File: src/rtl/dramc_pkg.sv
// Package: shared types of the DRAM strobe sequencer.
// Assumes nothing beyond IEEE 1800-2017 enums.
package dramc_pkg;

    // Sequencer states, one step per processor half-clock
    typedef enum logic [2:0] {
        ST_IDLE,
        ST_ROW,
        ST_RAS,
        ST_COL,
        ST_ACT,
        ST_PRE
    } seq_st_e;

    // Bus cycle classes the controller serves
    typedef enum logic [1:0] {
        CY_READ,
        CY_WRITE,
        CY_RFSH
    } cyc_e;

endpackage

File: src/rtl/dramc_decode.sv
// Module: dramc_decode
// Sorts a bus cycle into read, write or refresh from the status and the
// byte-high/refresh pin pattern. BUS8 picks the narrow-bus pattern.
// Assumes the inputs are stable while the address latch strobe is high.
module dramc_decode #(
    parameter bit BUS8 = 1'b0
) (
    input  logic             bus_wr,
    input  logic             bhe_rfsh,
    input  logic             a0,
    output dramc_pkg::cyc_e  kind
);
    import dramc_pkg::*;

    logic rf_pat;

    // Refresh pin pattern, chosen by bus width
    generate
        if (BUS8) begin : g_narrow
            assign rf_pat = !bhe_rfsh && a0;
        end else begin : g_wide
            assign rf_pat = bhe_rfsh && a0;
        end
    endgenerate

    // Cycle class: write status wins, then refresh pattern, else read
    always_comb begin
        if (bus_wr)      kind = CY_WRITE;
        else if (rf_pat) kind = CY_RFSH;
        else             kind = CY_READ;
    end

endmodule

File: src/rtl/dramc_amux.sv
// Module: dramc_amux
// Latches the bus address at cycle acceptance and presents either its
// upper half (row) or lower half (column) on the DRAM address pins.
// Assumes load is high for exactly the accepting half-clock.
module dramc_amux #(
    parameter int MA_W = 8,
    localparam int ADDR_W = 2 * MA_W
) (
    input  logic              clk,
    input  logic              rst_n,
    input  logic              load,
    input  logic [ADDR_W-1:0] addr,
    input  logic              col_sel,
    output logic [MA_W-1:0]   ma
);
    logic [MA_W-1:0] row_q;
    logic [MA_W-1:0] col_q;

    // Capture row and column halves when a cycle is accepted
    always_ff @(posedge clk) begin
        if (!rst_n) begin
            row_q <= '0;
            col_q <= '0;
        end else if (load) begin
            row_q <= addr[ADDR_W-1:MA_W];
            col_q <= addr[MA_W-1:0];
        end
    end

    // Drive the half selected by the sequencer
    always_comb begin
        ma = col_sel ? col_q : row_q;
    end

endmodule

File: src/rtl/dramc_seq.sv
// Module: dramc_seq
// Strobe state machine: row, RAS, column, CAS, wait count, precharge.
// One step per rising edge of a double-rate clock (one processor
// half-clock). Assumes the processor holds its strobe until ready.
module dramc_seq #(
    parameter int WAIT_HC = 2,
    parameter int PRE_HC  = 2,
    localparam int CNT_MAX = (WAIT_HC > PRE_HC) ? WAIT_HC : PRE_HC,
    localparam int CW      = (CNT_MAX < 1) ? 1 : $clog2(CNT_MAX + 1)
) (
    input  logic             clk,
    input  logic             rst_n,
    input  logic             ale,
    input  logic             dram_sel,
    input  dramc_pkg::cyc_e  kind_in,
    input  logic             rd_n,
    input  logic             wr_n,
    output logic             load,
    output logic             col_sel,
    output logic             ras_n,
    output logic             cas_n,
    output logic             ready
);
    import dramc_pkg::*;

    seq_st_e         st_q;
    cyc_e            kind_q;
    logic [CW-1:0]   cnt_q;
    logic            strobes_off;

    assign strobes_off = rd_n && wr_n;

    // Accept a new cycle only from idle
    always_comb begin
        load = (st_q == ST_IDLE) && ale && dram_sel;
    end

    // State, cycle class and shared wait/precharge counter
    always_ff @(posedge clk) begin
        if (!rst_n) begin
            st_q   <= ST_IDLE;
            kind_q <= CY_READ;
            cnt_q  <= '0;
        end else begin
            case (st_q)
                ST_IDLE: begin
                    if (load) begin
                        st_q   <= ST_ROW;
                        kind_q <= kind_in;
                    end
                end
                ST_ROW: st_q <= ST_RAS;
                ST_RAS: begin
                    if (kind_q == CY_RFSH) begin
                        st_q  <= ST_ACT;
                        cnt_q <= CW'(WAIT_HC);
                    end else begin
                        st_q <= ST_COL;
                    end
                end
                ST_COL: begin
                    if (kind_q == CY_READ || !wr_n) begin
                        st_q  <= ST_ACT;
                        cnt_q <= CW'(WAIT_HC);
                    end
                end
                ST_ACT: begin
                    if (cnt_q != '0) begin
                        cnt_q <= cnt_q - 1'b1;
                    end else if (strobes_off) begin
                        st_q  <= ST_PRE;
                        cnt_q <= CW'(PRE_HC - 1);
                    end
                end
                ST_PRE: begin
                    if (cnt_q == '0) st_q <= ST_IDLE;
                    else             cnt_q <= cnt_q - 1'b1;
                end
                default: st_q <= ST_IDLE;
            endcase
        end
    end

    // Strobe, mux and ready decode from the registered state
    always_comb begin
        ras_n   = !(st_q == ST_RAS || st_q == ST_COL || st_q == ST_ACT);
        cas_n   = !(st_q == ST_ACT && kind_q != CY_RFSH);
        col_sel = (st_q == ST_COL) || (st_q == ST_ACT && kind_q != CY_RFSH);
        ready   = !(st_q == ST_ROW || st_q == ST_RAS || st_q == ST_COL ||
                    (st_q == ST_ACT && cnt_q != '0));
    end

endmodule

File: src/rtl/dramc_ctl.sv
// Module: dramc_ctl (top)
// Clocked DRAM controller for a processor with a multiplexed four-clock
// bus. Decodes read/write/refresh, sequences RAS/CAS, multiplexes the
// address and inserts wait half-clocks. Assumes clk runs at twice the
// processor clock and that the processor keeps the bus timing rules.
module dramc_ctl #(
    parameter int MA_W    = 8,
    parameter bit BUS8    = 1'b0,
    parameter int WAIT_HC = 2,
    parameter int PRE_HC  = 2,
    localparam int ADDR_W = 2 * MA_W
) (
    input  logic              clk,
    input  logic              rst_n,
    input  logic              ale,
    input  logic              bus_wr,
    input  logic              bhe_rfsh,
    input  logic              dram_sel,
    input  logic [ADDR_W-1:0] addr,
    input  logic              rd_n,
    input  logic              wr_n,
    output logic [MA_W-1:0]   ma,
    output logic              ras_n,
    output logic              cas_n,
    output logic              ready
);
    import dramc_pkg::*;

    cyc_e kind;
    logic load;
    logic col_sel;

    dramc_decode #(.BUS8(BUS8)) i_decode (
        .bus_wr   (bus_wr),
        .bhe_rfsh (bhe_rfsh),
        .a0       (addr[0]),
        .kind     (kind)
    );

    dramc_seq #(.WAIT_HC(WAIT_HC), .PRE_HC(PRE_HC)) i_seq (
        .clk      (clk),
        .rst_n    (rst_n),
        .ale      (ale),
        .dram_sel (dram_sel),
        .kind_in  (kind),
        .rd_n     (rd_n),
        .wr_n     (wr_n),
        .load     (load),
        .col_sel  (col_sel),
        .ras_n    (ras_n),
        .cas_n    (cas_n),
        .ready    (ready)
    );

    dramc_amux #(.MA_W(MA_W)) i_amux (
        .clk     (clk),
        .rst_n   (rst_n),
        .load    (load),
        .addr    (addr),
        .col_sel (col_sel),
        .ma      (ma)
    );

endmodule

File: config.mk
export PLATFORM = sky130hd
export DESIGN_NAME = dramc_ctl
export DESIGN_NICKNAME = d
export VERILOG_FILES = /design/src/rtl/dramc_pkg.sv /design/src/rtl/dramc_decode.sv /design/src/rtl/dramc_amux.sv /design/src/rtl/dramc_seq.sv /design/src/rtl/dramc_ctl.sv
export SDC_FILE = /design/constraint.sdc
export NUM_CORES = 1
export LEC_CHECK = 0
export ABC_AREA = 0
export BUFFER_PORTS_ARGS = -buffer_cell sky130_fd_sc_hd__buf_2
export CAP_MARGIN = 20
export CORE_UTILIZATION = 40
export CTS_BUF_LIST = sky130_fd_sc_hd__clkbuf_4
export CTS_CLUSTER_DIAMETER = 30
export DETAILED_ROUTE_END_ITERATION = 10
export PLACE_DENSITY = 0.75
export SLEW_MARGIN = 5
export SYNTH_ARGS = -nofsm -noshare
export SYNTH_HDL_FRONTEND = slang
export SYNTH_SLANG_ARGS = --single-unit
File: constraint.sdc
create_clock -name clk -period 2 [get_ports clk]
set_clock_uncertainty 0.15 [all_clocks]
set_input_delay 0.4 -clock clk [delete_from_list [all_inputs] [get_ports clk]]
set_output_delay 0.4 -clock clk [all_outputs]
set_load 0.05 [all_outputs]
# Yosys cells after proc, flatten, opt, wreduce, memory -nomap -nowiden
# Index checks and enable logic that the tools add are counted.
# W data, S select, Z words.
[classes]
n_addsub = 1
n_eq_ne = 15
muxes = 16
n_reduce_logical = 25
[ops]
columns = ["op", "count"]
rows = [
  ["$mux W3", 6],
  ["$pmux W3 S6", 1],
  ["$mux W2", 7],
  ["$ne A2 B1 Y1 const B", 5],
  ["$reduce_and A5 Y1", 2],
  ["$mux W8", 1],
  ["$pmux W2 S4", 1],
  ["$logic_or A1 B1 Y1", 7],
  ["$eq A3 B2 Y1 const B", 2],
  ["$eq A3 B3 Y1 const B", 2],
  ["$logic_and A1 B1 Y1", 6],
  ["$ne A2 B2 Y1 const B", 3],
  ["$logic_not A1 Y1", 4],
  ["$logic_not A2 Y1", 2],
  ["$reduce_bool A4 Y1", 1],
  ["$eq A3 B1 Y1 const B", 1],
  ["$logic_not A3 Y1", 1],
  ["$ne A3 B1 Y1 const B", 1],
  ["$eq A2 B2 Y1 const B", 1],
  ["$reduce_and A2 Y1", 1],
  ["$reduce_bool A2 Y1", 1],
  ["$sub A2 B1 Y2 const B", 1],
]
[totals]
register_bits = 23
wordCells = 62

# Depth between registers and ports, before layout
# Gate-level depths: netlist of the first run.
[depth]
ltp_word = 5
depth_mapped = 7
depth_no_buf = 6

# Modules after synthesis
# Synthesis of the first run repeated with hierarchy kept, for this count alone.
[unflattened]
cells_unflattened = 127
hier_area_um2 = 1273.7
[modules_own_cells]
columns = ["module", "instances", "cells_each", "area_each_um2"]
rows = [
  ["dramc_amux", 1, 60, 710.7],
  ["dramc_seq", 1, 65, 546.8],
  ["dramc_decode", 1, 2, 16.3],
]

# Worst setup path before layout of the first run
# Ideal clock, no wire load.
[synth_timing]
kind = "register to output"
from = "register i_seq.st_q[1]"
to = "output port ma[0]"
arrival_ps = 1587
slack_ps = -137
stages_incl_launch_ff = 7
n_path_buf = 2
path_cell_list = "dfxtp_1 > buf_4 > nor2_4 > nand3_2 > and2_4 > buf_6 > mux2_4"
[synth_via]
elab_chain_len = 4
[synth_lines]
columns = ["element", "line", "rtl"]
rows = [
  ["start, declared", "dramc_seq.sv:26", "seq_st_e st_q;"],
  ["start signal, assigned", "dramc_seq.sv:41", "st_q <= ST_IDLE;"],
  ["start signal, assigned", "dramc_seq.sv:48", "st_q <= ST_ROW;"],
  ["start signal, assigned", "dramc_seq.sv:52", "ST_ROW: st_q <= ST_RAS;"],
  ["$eq A3 B3 Y1", "dramc_seq.sv:88", "col_sel = (st_q == ST_COL) || (st_q == ST_ACT && kind_q != CY_RFSH);"],
  ["$logic_and A1 B1 Y1", "dramc_seq.sv:88", ""],
  ["$logic_or A1 B1 Y1 *", "dramc_seq.sv:88", ""],
  ["$mux W8 *", "dramc_amux.sv:32", "ma = col_sel ? col_q : row_q;"],
  ["end, declared", "dramc_ctl.sv:22", "output logic [MA_W-1:0] ma,"],
]
# Every way passes the cells marked *; elsewhere a longest branch is shown, timed or not.

# Worst setup path in the final report of the first run
[layout_timing]
from = "register i_seq.st_q[2]"
to = "output port ma[6]"
# The elaborated chain is that of the path after synthesis.

==> out/qor.csv, run 1 <==
stage;metric;value;unit
floorplanning;die_area;3500;sq um
routing;wl_per_cell;11.4;um
routing;wirelength;2590;um
floorplanning;core_area;3080;sq um
cts;cts_max_path_buffers;2;
synth;synthCells;144;
synth;synth.cell_area;1310;sq um
synth;synth_seq_area_share;35.3;%
sta;min_period;2.13;ns
critical_path;cpPeakStageDelay;0.36;ns
hold_path;holdPathStages;3;
cts;clock-sinks;23;
critical_path;worst_setup_path_end_kind;output pin;
layout;layout.nets;211;
flow_run;maxCapViolations;0;
global_route;grt_max_degree;26;
layout;multiInputGateArea;796;sq um
critical_path;cp.buffers_inverters;2;
placed_design;dp.final_hpwl;1820;um
cts;cts_tree;done;
hold_path;worstHoldPathType;in2reg;
power;power.leakage;0.000713;uW
global_route;grt_pass1_vias;1031;
floorplanning;start_util;42.4;%
critical_path;critPathMaxFanout;8;
sta;finalSetupViolations;8;
global_route;grt_usage;15.7;%
layout;layout_commonest_cell;nand2_1;
global_route;grt_remaining_overflow;0;
routing;vias;1081;
power;irDropWorstVdd;0.000634;V
layout;nFillCells;294;
layout;antenna_cells;0;
layout;area_growth;28.4;%
sta;slew_violations;0;
cts;clk_pin_slew_worst_paths;0.13;ns
placed_design;portBuffers;34;
routing;firstDrtPassIters;4;
synth;syn_nets;170;
cts;htree_levels;1;
sta;worst_pin_slew;0.385;ns
cts;hold_buffers;0;
routing;drc;0;
floorplanning;rows;20;
layout;final_cell_mix;42 x nand2_1, 25 x buf_2, 18 x dfxtp_1, 11 x a21boi_2, 11 x buf_4;
floorplanning;io_pins;35;
synth;avgSynthCellArea;9.06;sq um
sta;min_period_over_period;106;%
sta;fmax;0.470;GHz
sta;layout_setup_ws;-0.128;ns
placed_design;dpl_worst_slack;0.0950;ns
cts;root_buffer;clkbuf_4;
critical_path;crit_cells;5;
synth;ys_seq_elements;23;
floorplanning;dieHeight;59.1;um
sta;finalHoldViolCount;0;
routing;drt.antenna.violating_nets;0;
synth;yosysUniqueCellTypes;37;
synth;yosysWarnings;0;
floorplanning;die_w;59.1;um
layout;layout.area.seq;467;sq um
critical_path;crit_type;reg2out;
power;p_per_area;968;nW/um^2
sta;grt_setup_unrepaired;true;
critical_path;cpMaxStageDelayCell;dfxtp_2;
sta;relSlewSlack;74.4;%
routing;viasPerCell;4.74;
run_status;outcome;finished with violations;
cts;numCtsBuffers;3;
sta;setup-tns-final;-0.996;ns
placed_design;gp_congestion;0.728;
critical_path;required;1.45;ns
critical_path;path_delay_family;flip-flops;
run_status;failed_checks;setup timing;
global_route;grt_pass1_wl;4210;um
critical_path;worstSetupStartpointType;flip-flop;
power;p_total;1620;uW
critical_path;r2r_cells;7;
critical_path;worst-endpoint-arrival;1.58;ns
cts;clk_latency;0.30;ns
routing;drtIter0Drc;37;
layout;drive_gt1_share;45.1;%
critical_path;worstPathCellList;buf_6, nand3_4, and2_4, mux2_4, buf_8;
global_route;antenna_found_initial;0;
-- cell type report --
type	instances	share of cell area [%]
timing repair buffer	45	18.9
multi-input combinational	109	47.5
clock buffer	4	1.79
inverter	3	0.672
tap	44	3.29
sequential	23	27.9
-- worst paths after layout --
kind / to / from / slack, ns
min: i_amux.row_q[3]$_SDFFE_PN0P_ / addr[11] / 0.18
max: ma[6] / i_seq.st_q[2]$_SDFFE_PN0P_ / -0.13
max reg2reg: i_amux.col_q[1]$_SDFFE_PN0P_ / i_seq.st_q[2]$_SDFFE_PN0P_ / 0.15
min reg2reg: i_amux.col_q[0]$_SDFFE_PN0P_ / i_amux.col_q[0]$_SDFFE_PN0P_ / 0.32
-- what timing repair did --
item	4_1_cts	5_1_grt
resized for setup	24	5
setup buffers	1	2
endpoints found under the setup margin	9	9
pin swaps	1	1
-- cell usage after synthesis --
cell | instances | area [sq um]
nand2_1 | 42 | 158
dfxtp_1 | 23 | 460
a21boi_2 | 11 | 124
mux2_4 | 8 | 120
a21boi_0 | 7 | 52.6
o21ai_0 | 6 | 30.0
a21oi_1 | 4 | 20.0
buf_2 | 3 | 15.0
buf_6 | 3 | 33.8
inv_1 | 3 | 11.3
and2b_1 | 2 | 15.0
clkbuf_1 | 2 | 7.51
ha_1 | 2 | 25.0
nand3_1 | 2 | 10.0
nand3_2 | 2 | 20.0
nand3b_1 | 2 | 15.0
nor2b_1 | 2 | 12.5
a21boi_1 | 1 | 7.51
a2bb2oi_1 | 1 | 8.76
a31oi_1 | 1 | 6.26
and2_4 | 1 | 8.76
buf_4 | 1 | 7.51
mux2i_1 | 1 | 10.0
nand2b_1 | 1 | 6.26
nand3b_4 | 1 | 20.0
nand4b_1 | 1 | 8.76
nand4bb_1 | 1 | 11.3
nor2_1 | 1 | 3.75
nor2_4 | 1 | 11.3
nor3_1 | 1 | 5.00
nor3_2 | 1 | 10.0
nor4bb_1 | 1 | 10.0
o2111ai_1 | 1 | 8.76
o21a_1 | 1 | 7.51
o22ai_1 | 1 | 6.26
o311a_1 | 1 | 10.0
o31ai_1 | 1 | 7.51
-- flip-flops by register name (all words and copies together) (netlist names) --
name,flops
i_seq.cnt_q,2
i_amux.row_q,8
i_seq.st_q,3
i_seq.kind_q,2
i_amux.col_q,8
-- metal layers --
metal / global-route usage [%] / share of wire (%) / vias to the layer above
met4: 4.08 / 0.42 / 0
met2: 28.1 / 48 / 24
met3: 2.62 / 3.4 / 2
met1: 19.4 / 48 / 484
met5: 0 / 0 / -
li1: - / - / 571
-- per-stage QoR --
step	std cells	hold WS, ns	util (%)	area, sq um
4_1_cts	226	0.170	53.6	1650
6_report	228	0.179	54.4	1680
3_3_place_gp	221	0.306	50.0	1540
2_1_floorplan	144	0.293	-	1320
3_5_place_dp	221	0.307	50.0	1540
5_1_grt	228	0.171	54.4	1680
-- cell families after synthesis --
| logic type | share of synthesized area [%] |
|---|---|
| buffers and inverters | 5.75 |
| multiplexers | 9.97 |
| adder cells (fa/ha/maj) | 1.92 |
| AO/OA/AOI/OAI | 22.1 |
| flip-flops | 35.3 |
| AND/OR/NAND/NOR | 24.9 |
-- power by group --
| part | switching [uW] | internal [uW] | total [uW] |
|---|---|---|---|
| clock network | 134 | 91.2 | 226 |
| registers | 55.2 | 526 | 581 |
| logic | 478 | 337 | 815 |
-- worst min-delay path, stage by stage --
cell,delay [ns]
buf_2,0.09
nand2_1,0.06
a21boi_2,0.05
Power figures use the tool's default switching activity.
==> run 2: changes to the inputs <==
--- a/config.mk
+++ b/config.mk
@@ -9,10 +9,11 @@
 export BUFFER_PORTS_ARGS = -buffer_cell sky130_fd_sc_hd__buf_2
 export CAP_MARGIN = 20
 export CORE_UTILIZATION = 40
-export CTS_BUF_LIST = sky130_fd_sc_hd__clkbuf_4
+export CTS_BUF_LIST = sky130_fd_sc_hd__clkbuf_16
 export CTS_CLUSTER_DIAMETER = 30
 export DETAILED_ROUTE_END_ITERATION = 10
 export PLACE_DENSITY = 0.75
+export RECOVER_POWER = 25
 export SLEW_MARGIN = 5
 export SYNTH_ARGS = -nofsm -noshare
 export SYNTH_HDL_FRONTEND = slang
==> constraint.sdc (replaced) <==
create_clock -name clk -period 2 [get_ports clk]
set_clock_uncertainty 0.15 [all_clocks]
set_input_delay 0.3 -clock clk [delete_from_list [all_inputs] [get_ports clk]]
set_output_delay 0.3 -clock clk [all_outputs]
set_load 0.05 [all_outputs]
==> out/qor.csv, run 2 (synthesis gave the netlist of run 1 again) <==
stage;metric;value;unit;change
run_status;outcome;complete, no violations;;
sta;setup-tns-final;0;ns;+0.996 ns
hold_path;worstHoldPathType;in2reg;;
routing;wl_per_cell;11.4;um;+0.66%
floorplanning;core_area;3080;sq um;unchanged
sta;worst_pin_slew;0.364;ns;-0.0207 ns
critical_path;crit_type;reg2out;;
layout;layout_commonest_cell;nand2_1;;
cts;clock-sinks;23;;unchanged
routing;drtIter0Drc;49;;+32%
sta;slew_violations;0;;unchanged
critical_path;required;1.55;ns;+0.10 ns
power;power.leakage;0.000706;uW;-1.0%
placed_design;dpl_worst_slack;0.154;ns;+0.0592 ns
global_route;antenna_found_initial;0;;unchanged
sta;layout_setup_ws;0.0228;ns;+0.151 ns
sta;relSlewSlack;75.7;%;+1.4 points
floorplanning;die_w;59.1;um;unchanged
cts;hold_buffers;0;;unchanged
critical_path;worst-endpoint-arrival;1.53;ns;-0.05 ns
layout;drive_gt1_share;40.8;%;-4.3 points
flow_run;maxCapViolations;0;;unchanged
critical_path;critPathMaxFanout;8;;unchanged
cts;root_buffer;clkbuf_16;;
routing;vias;1072;;-0.83%
critical_path;worst_setup_path_end_kind;output pin;;
global_route;use_met3;3.28;%;+0.66 points
global_route;grt_max_degree;26;;unchanged
cts;clk_latency;0.25;ns;-0.05 ns
global_route;grt_pass1_vias;1046;;+1.5%
sta;grt_setup_unrepaired;true;;
critical_path;cp.buffers_inverters;1;;-1
floorplanning;start_util;42.4;%;unchanged
power;p_per_area;1060;nW/um^2;+9.7%
cts;numCtsBuffers;3;;unchanged
global_route;grt_pass1_wl;4370;um;+3.8%
critical_path;worstPathCellList;nand2b_4, nand3_4, and2_4, mux2_4, buf_8;;
placed_design;dp.final_hpwl;1770;um;-2.9%
floorplanning;die_area;3500;sq um;unchanged
floorplanning;io_pins;35;;unchanged
sta;fmax;0.506;GHz;+7.6%
global_route;grt_usage;16.5;%;+0.79 points
global_route;grt_util_met2;28.9;%;+0.81 points
global_route;gr-usage-met1;20.2;%;+0.83 points
layout;reg_top3;i_amux.col_q (8), i_amux.row_q (8), i_seq.st_q (3);;
sta;min_period;1.98;ns;-0.151 ns
sta;min_period_over_period;98.9;%;-7.5 points
cts;clk_pin_slew_worst_paths;0.06;ns;-0.07 ns
layout;final_core_util;54.1;%;-0.37 points
layout;final_cell_mix;42 x nand2_1, 26 x buf_2, 18 x dfxtp_1, 11 x a21boi_2, 8 x mux2_4;;
routing;wirelength;2550;um;-1.5%
cts;cts_max_path_buffers;2;;unchanged
critical_path;cpMaxStageDelayCell;dfxtp_4;;
routing;drc;0;;unchanged
sta;finalHoldViolCount;0;;unchanged
floorplanning;dieHeight;59.1;um;unchanged
placed_design;gp_congestion;0.730;;+0.26%
global_route;grt.busiest_layer;met2;;
critical_path;path_delay_family;simple AND/OR/NAND/NOR gates;;
layout;area_growth;27.5;%;
layout;layout.nets;206;;-2.4%
routing;drt.antenna.violating_nets;0;;unchanged
cts;cts_tree;done;;
routing;viasPerCell;4.81;;+1.4%
sta;finalSetupViolations;0;;-8
cts;htree_levels;1;;unchanged
critical_path;cpPeakStageDelay;0.35;ns;about the same
routing;firstDrtPassIters;4;;unchanged
critical_path;worstSetupStartpointType;flip-flop;;
sta;holdWs;0.143;ns;-0.0358 ns
placed_design;portBuffers;34;;unchanged
global_route;grt_remaining_overflow;0;;unchanged
layout;nFillCells;305;;+3.7%
power;irDropWorstVdd;0.000809;V;+28%
floorplanning;rows;20;;unchanged
layout;antenna_cells;0;;unchanged
## run 2: routing by layer
layer,share of wire (%),routed length (um)
met2,49,1260
met5,0,0
met1,47,1200
met3,3.2,81
met4,0.43,11
## run 2: what timing repair did
action                     CTS  global route
setup endpoints to repair    8             8
pin swaps                    0             3
buffers inserted             0             2
gates resized for setup     22             2
## run 2: final cells by class
cell class / count / area (sq um) / area share (%)
Tap cell: 44 / 55.1 / 3.31
Inverter: 3 / 11.3 / 0.677
Multi-Input combinational cell: 109 / 785 / 47.1
Clock inverter: 1 / 3.75 / 0.226
Sequential cell: 23 / 469 / 28.2
Clock buffer: 3 / 75.1 / 4.51
Timing Repair Buffer: 40 / 265 / 15.9
## run 2: worst min-delay path: stages
cell      delay, ns
buf_2          0.10
nand2_1        0.06
a21boi_2       0.04
## run 2: power breakdown
part           internal (uW)  total, uW  switching [uW]
logic                    304        764             459
clock network            266        413             147
registers                527        591            63.6
## run 2: stage by stage
stage / total power [uW] / instances / instance area (sq um)
2_1_floorplan: 1180 / 144 / 1310
3_3_place_gp: 1300 / 217 / 1500
3_5_place_dp: 1300 / 217 / 1500
4_1_cts: 1760 / 221 / 1650
5_1_grt: 1880 / 223 / 1660
6_report: 1770 / 223 / 1660
## run 2: path summary, 6_finish.rpt
check                                             startpoint                      endpoint  slack (ns)  cells after the start
worst max register to register    i_seq.st_q[1]$_SDFFE_PN0P_   i_seq.cnt_q[1]$_SDFFE_PN0P_        0.32                      4
worst min register to register  i_amux.col_q[3]$_SDFFE_PN0P_  i_amux.col_q[3]$_SDFFE_PN0P_        0.31                      2
worst max-delay path            i_seq.kind_q[0]$_SDFFE_PN0P_                         ma[2]        0.02                      5
worst min-delay path                                 addr[8]  i_amux.row_q[0]$_SDFFE_PN0P_        0.14                      3
